===== config.mk =====
export PLATFORM = sky130hd
export DESIGN_NAME = wd_trig_decoder
export DESIGN_NICKNAME = d
export VERILOG_FILES = /design/src/rtl/trigdec_pkg.sv /design/src/rtl/trigdec_sync.sv /design/src/rtl/trigdec_tick_counter.sv /design/src/rtl/trigdec_pattern.sv /design/src/rtl/wd_trig_decoder.sv
export SDC_FILE = /design/constraint.sdc
export NUM_CORES = 1
export LEC_CHECK = 0
export BUFFER_PORTS_ARGS = -buffer_cell sky130_fd_sc_hd__buf_4
export CORE_AREA = 2 2 46 48
export CTS_CLUSTER_DIAMETER = 200
export CTS_CLUSTER_SIZE = 14
export DETAILED_ROUTE_END_ITERATION = 10
export DIE_AREA = 0 0 48 50
export PLACE_DENSITY = 0.71
export SYNTH_ARGS = -nofsm -noshare
export SYNTH_HDL_FRONTEND = slang
export SYNTH_SLANG_ARGS = --single-unit

===== constraint.sdc =====
create_clock -name clk -period 4.5 [get_ports clk]
set_input_delay 0.9 -clock clk [delete_from_list [all_inputs] [get_ports clk]]
set_output_delay 0.9 -clock clk [all_outputs]
set_load 0.05 [all_outputs]

===== src/rtl/trigdec_pkg.sv =====
package trigdec_pkg;

    // pattern progress: nothing, one high, two or more highs, highs then one low
    typedef enum logic [1:0] {
        ST_IDLE = 2'd0,
        ST_HI1  = 2'd1,
        ST_HI2  = 2'd2,
        ST_LO1  = 2'd3
    } trig_state_e;

    typedef struct packed {
        trig_state_e nxt;
        logic        fire;
    } trig_step_t;

    // one sample step of the high-high-low-low recognizer
    function automatic trig_step_t trig_step(trig_state_e cur, logic lvl);
        trig_step_t r;
        r.fire = 1'b0;
        r.nxt  = ST_IDLE;
        unique case (cur)
            ST_IDLE: r.nxt = lvl ? ST_HI1 : ST_IDLE;
            ST_HI1:  r.nxt = lvl ? ST_HI2 : ST_IDLE;
            ST_HI2:  r.nxt = lvl ? ST_HI2 : ST_LO1;
            ST_LO1: begin
                r.nxt  = lvl ? ST_HI1 : ST_IDLE;
                r.fire = ~lvl;
            end
            default: r.nxt = ST_IDLE;
        endcase
        return r;
    endfunction

    // distance from the deciding sample back to the first high of the pattern
    localparam int unsigned PATTERN_BACK = 3;

endpackage


===== src/rtl/trigdec_sync.sv =====
module trigdec_sync #(
    parameter int unsigned STAGES = 2
) (
    input  logic clk,
    input  logic rst,
    input  logic d,
    output logic q
);
    logic [STAGES-1:0] chain;

    genvar gi;
    generate
        for (gi = 0; gi < STAGES; gi++) begin : g_stage
            if (gi == 0) begin : g_first
                always_ff @(posedge clk) begin
                    if (rst) chain[0] <= 1'b0;
                    else     chain[0] <= d;
                end
            end else begin : g_next
                always_ff @(posedge clk) begin
                    if (rst) chain[gi] <= 1'b0;
                    else     chain[gi] <= chain[gi-1];
                end
            end
        end
    endgenerate

    assign q = chain[STAGES-1];
endmodule


===== src/rtl/trigdec_tick_counter.sv =====
module trigdec_tick_counter #(
    parameter int unsigned IDX_W = 8
) (
    input  logic             clk,
    input  logic             rst,
    input  logic             tick,
    output logic [IDX_W-1:0] idx
);
    always_ff @(posedge clk) begin
        if (rst)       idx <= '0;
        else if (tick) idx <= idx + IDX_W'(1);
    end
endmodule


===== src/rtl/trigdec_pattern.sv =====
module trigdec_pattern
    import trigdec_pkg::*;
#(
    parameter int unsigned IDX_W = 8
) (
    input  logic             clk,
    input  logic             rst,
    input  logic             clr,
    input  logic             tick,
    input  logic             lvl,
    input  logic [IDX_W-1:0] idx,
    output logic             valid,
    output logic [IDX_W-1:0] start_idx
);
    localparam logic [IDX_W-1:0] BACK = IDX_W'(PATTERN_BACK);

    trig_state_e state_q;
    trig_step_t  step_w;

    always_comb step_w = trig_step(state_q, lvl);

    always_ff @(posedge clk) begin
        if (rst) begin
            state_q   <= ST_IDLE;
            valid     <= 1'b0;
            start_idx <= '0;
        end else begin
            valid <= 1'b0;
            if (clr) begin
                state_q <= ST_IDLE;
            end else if (tick) begin
                state_q <= step_w.nxt;
                if (step_w.fire) begin
                    valid     <= 1'b1;
                    start_idx <= idx - BACK;
                end
            end
        end
    end
endmodule


===== src/rtl/wd_trig_decoder.sv =====
module wd_trig_decoder #(
    parameter int unsigned SYNC_STAGES = 2,
    parameter int unsigned IDX_W       = 8
) (
    input  logic             clk,
    input  logic             rst,
    input  logic             wd_in,
    input  logic             sample_tick,
    input  logic             hist_clr,
    output logic             trig_valid,
    output logic [IDX_W-1:0] trig_start_idx
);
    logic             wd_sync;
    logic [IDX_W-1:0] sample_idx;

    trigdec_sync #(.STAGES(SYNC_STAGES)) u_sync (
        .clk (clk),
        .rst (rst),
        .d   (wd_in),
        .q   (wd_sync)
    );

    trigdec_tick_counter #(.IDX_W(IDX_W)) u_cnt (
        .clk  (clk),
        .rst  (rst),
        .tick (sample_tick),
        .idx  (sample_idx)
    );

    trigdec_pattern #(.IDX_W(IDX_W)) u_pat (
        .clk       (clk),
        .rst       (rst),
        .clr       (hist_clr),
        .tick      (sample_tick),
        .lvl       (wd_sync),
        .idx       (sample_idx),
        .valid     (trig_valid),
        .start_idx (trig_start_idx)
    );
endmodule


=== Word level (Yosys, flattened, before mapping) ===
Index checks and enable logic that the tools add are counted.

* Bits in registers: 21
* Input bits: 5
* Output and inout port bits: 9
* Word-level logic and storage cells: 25

* $add $sub $neg: 2
* Equality and inequality tests: 3
* Multiplexer cells: 6
* Bitwise logic cells: 3
* Reductions and logical operators: 5

{| class="wikitable"
|+ Operators by type and width
! operator !! count
|-
| $add A8 B1 Y8 const B || 1
|-
| $sub A8 B2 Y8 const B || 1
|-
| $pmux W2 S3 || 1
|-
| $eq A2 B2 Y1 const B || 2
|-
| $mux W1 || 4
|-
| $reduce_or A2 Y1 || 2
|-
| $not A1 Y1 || 3
|-
| $reduce_and A3 Y1 || 1
|-
| $reduce_or A3 Y1 || 1
|-
| $eq A2 B1 Y1 const B || 1
|-
| $logic_not A2 Y1 || 1
|-
| $mux W2 || 1
|}

=== Depth between registers and ports, before layout ===
* Word-level depth: 3
* Gate-level depth with buffers: 6
* Mapped depth without buffers: 4

=== Hierarchy ===
A second synthesis with hierarchy kept.

* Cell total of the unflattened synthesis: 98
* Area total of the unflattened synthesis: 935.9 µm²

{| class="wikitable"
|+ By module, submodules not included
! module !! times used !! cells an instance !! area an instance (µm²) !! seq. area each (µm²)
|-
| trigdec_pattern || 1 || 57 || 544.3 || 220.2
|-
| trigdec_tick_counter || 1 || 37 || 339.1 || 160.2
|-
| trigdec_sync || 1 || 4 || 52.6 || 40.0
|}

=== Worst setup path before layout ===
Ideal clock, no wire load.

* Kind: input port to flip-flop
* From: input port sample_tick
* To: register u_pat.start_idx[2]
* Setup time: 128 ps
* Data arrival time: 1798 ps
* Required time: 4372 ps
* Path slack: 2574 ps
* Cell stages on the path: 5
* Path buffers: 2
* Cells stage by stage: nor4bb_1 -> clkbuf_1 -> buf_2 -> mux2i_1 -> nor2_1

* Longest elaborated chain between the ends: 1

{| class="wikitable"
|+ Ends and longest elaborated chain
! item !! RTL line !! RTL
|-
| from (decl) || wd_trig_decoder.sv:8 || <nowiki>input logic sample_tick,</nowiki>
|-
| $reduce_and A3 Y1 (no line) || -- ||
|-
| to (signal assigned) || trigdec_pattern.sv:35 || <nowiki>start_idx <= idx - BACK;</nowiki>
|-
| to (decl) || trigdec_pattern.sv:13 || <nowiki>output logic [IDX_W-1:0] start_idx</nowiki>
|}

No other way between the ends.
A chain may end at the register's enable or synchronous reset.

=== Worst setup path after layout ===
* From: input port sample_tick
* To: register u_pat.start_idx[6]

The elaborated chain is that of the path after synthesis.

==> flow_summary.yaml <==
logic_synthesis:
  netlist_area_um2: 940
  yosysSeqAreaShare_pct: 44.7
  synth_cells: 99
  yosys.area.top_type: "dfxtp_1"
  synth.net_count: 108
  synth.area.top_cells: "dfxtp_1 45%, mux2i_1 6.4%, nor2_1 6.0%, ha_1 5.3%, xor2_1 4.7%"
  yosysTopAreaCellShare_pct: 44.7
  synthDistinctLibCells: 25
  syn_area_per_cell_um2: 9.49
  ys_ff_latch: 21
  yosysWarningCount: 0
placement:
  place_inst: 132
  place_ws_ns: 2.32
  place_area_um2: 1040
  gp_congestion: 0.779
  dp_hpwl_mm: 1.12
  io_buffers: 13
clock_network:
  root_buffer: "clkbuf_4"
  clkLatencyLatePin_ns: 0.29
  cts_hold_buf: 0
  clk_path_buf_depth: 2
  clock-sinks: 21
  cts_tree: "yes"
  cts_setup_buffers: 0
  cts_buffers: 3
  htree_levels: 1
  clk_pin_slew_ns: 0.11
  cts_resized: 0
timing:
  clock_skew_ns: 0.00247
  setup_tns_ns: 0
  layout_setup_ws_ns: 2.64
  relSlewSlack_pct: 70.7
  max_freq_mhz: 538
  worst_pin_slew_ns: 0.433
  hold_viol_final: 0
  rsz0062_at_grt: "no"
  fin_crit_ns: 1.86
  drv_slew: 0
  finalCritPeriodShare_pct: 41.3
  finalSetupViolCount: 0
  worst_hold_slack_ns: 0.447
floorplan:
  rows: 16
  design.core.area_um2: 1900
  start_util_pct: 49.4
  die_h_um: 50
  io_pins: 14
  dieArea_um2: 2400
  die-width_um: 48
setup_path:
  cp-start-kind: "primary input"
  cp.arrival_ns: 2.07
  crit_type: "primary input to flop"
  critPathCaptureType: "flop"
  cp_max_fo: 12
  required_ns: 4.71
pwr:
  total_power_mw: 0.303
  vdd_drop_max_uv: 161
  total_leakage_power_nw: 0.429
  power_density_nw_per_um2: 283
job:
  max-cap-violations: 0
route:
  drt-initial-drc-count: 14
  vias: 712
  wl_per_cell_um: 11.2
  post-route-drc-count: 0
  detail_route.first_pass.iterations: 4
  wirelength_mm: 1.53
  via_per_inst: 5.24
  antenna_left: 0
layout:
  final_util_pct: 56.3
  layout_common_cells: "21 x dfxtp_1, 15 x nor2_1, 14 x buf_4, 6 x mux2i_1, 5 x xor2_1"
  fillers: 178
  area.sequential_um2: 420
  n_antenna_cell: 0
  final_cells: 136
  drive_above_1_share_pct: 17.4
  design_area_um2: 1070
  layout_commonest_cell: "dfxtp_1"
  multi_input_area_um2: 473
  num-nets-final: 119
  areaGrowthSynthToFinish_pct: 13.8
global_routing:
  grt_first_pass_wirelength_mm: 2.62
  grt_pass1_vias: 610
  overflow: 0
  grt_max_degree: 22
  grt_antenna_before_repair: 0
  grt_use_total_pct: 15.0
min_path:
  holdCritPathClass: "flop to flop"
run_status:
  outcome: "finished clean"
[flip-flops by register name, indices dropped and copies added, names as in the netlist]
register	flops
u_pat.start_idx	8
u_pat.valid	1
u_pat.state_q	2
u_sync.q	1
u_cnt.idx	8
u_sync.chain	1
[logic make-up after synthesis]
group / share of synthesized area, %
fa+ha+maj: 5.33
simple gates: 17.6
flops: 44.7
compound gates: 12.9
xor+xnor: 7.46
mux: 6.39
buf+inv: 5.59
[power breakdown]
group / leakage (nW) / total, mW / internal (mW) / switching, mW
sequential: 0.170 / 0.194 / 0.189 / 0.00469
combinational: 0.243 / 0.0212 / 0.0105 / 0.0108
clock: 0.0150 / 0.0876 / 0.0345 / 0.0531
[path summary, 6_finish.rpt]
path | start | end | slack [ns] | cells after the start
max | sample_tick | u_pat.start_idx[6] | 2.64 | 5
min | u_sync.chain[0] | u_sync.q | 0.45 | 1
max reg2reg | u_cnt.idx[0] | u_pat.start_idx[6] | 2.73 | 4
min reg2reg | u_sync.chain[0] | u_sync.q | 0.45 | 1
[cell usage after synthesis]
cell type  instances
dfxtp_1           21
a311oi_1           2
or3_1              2
mux2i_1            6
clkbuf_1           4
buf_2              3
buf_6              1
a2111o_1           1
xnor2_1            3
or4_1              3
nor4bb_1           1
a21oi_1            4
nor2b_1            3
or3_4              1
nand3_1            2
nor2_1            15
o21ai_0            2
ha_1               4
xor2_1             5
o31ai_1            3
inv_1              3
a2111oi_0          2
nand4_1            2
nand2_1            3
a211oi_1           3
[critical path, stage by stage]
cell and delay, ns:
buf_4 0.15, nor4bb_2 0.47, buf_4 0.26, nor2_1 0.05, a311oi_1 0.24
[layout make-up]
type | instances | share of cell area, %
multi-input combinational | 67 | 44.2
clock buffer | 4 | 2.46
timing repair buffer | 14 | 9.82
inverter | 3 | 1.05
tap | 27 | 3.16
sequential | 21 | 39.3
[layer usage]
metal  global-route usage, %  wire (µm)
met1                    21.0        747
met2                    20.9        702
met3                    3.30         64
met4                    8.11         15
met5                       0          0
(Power assumes the default switching activity.)
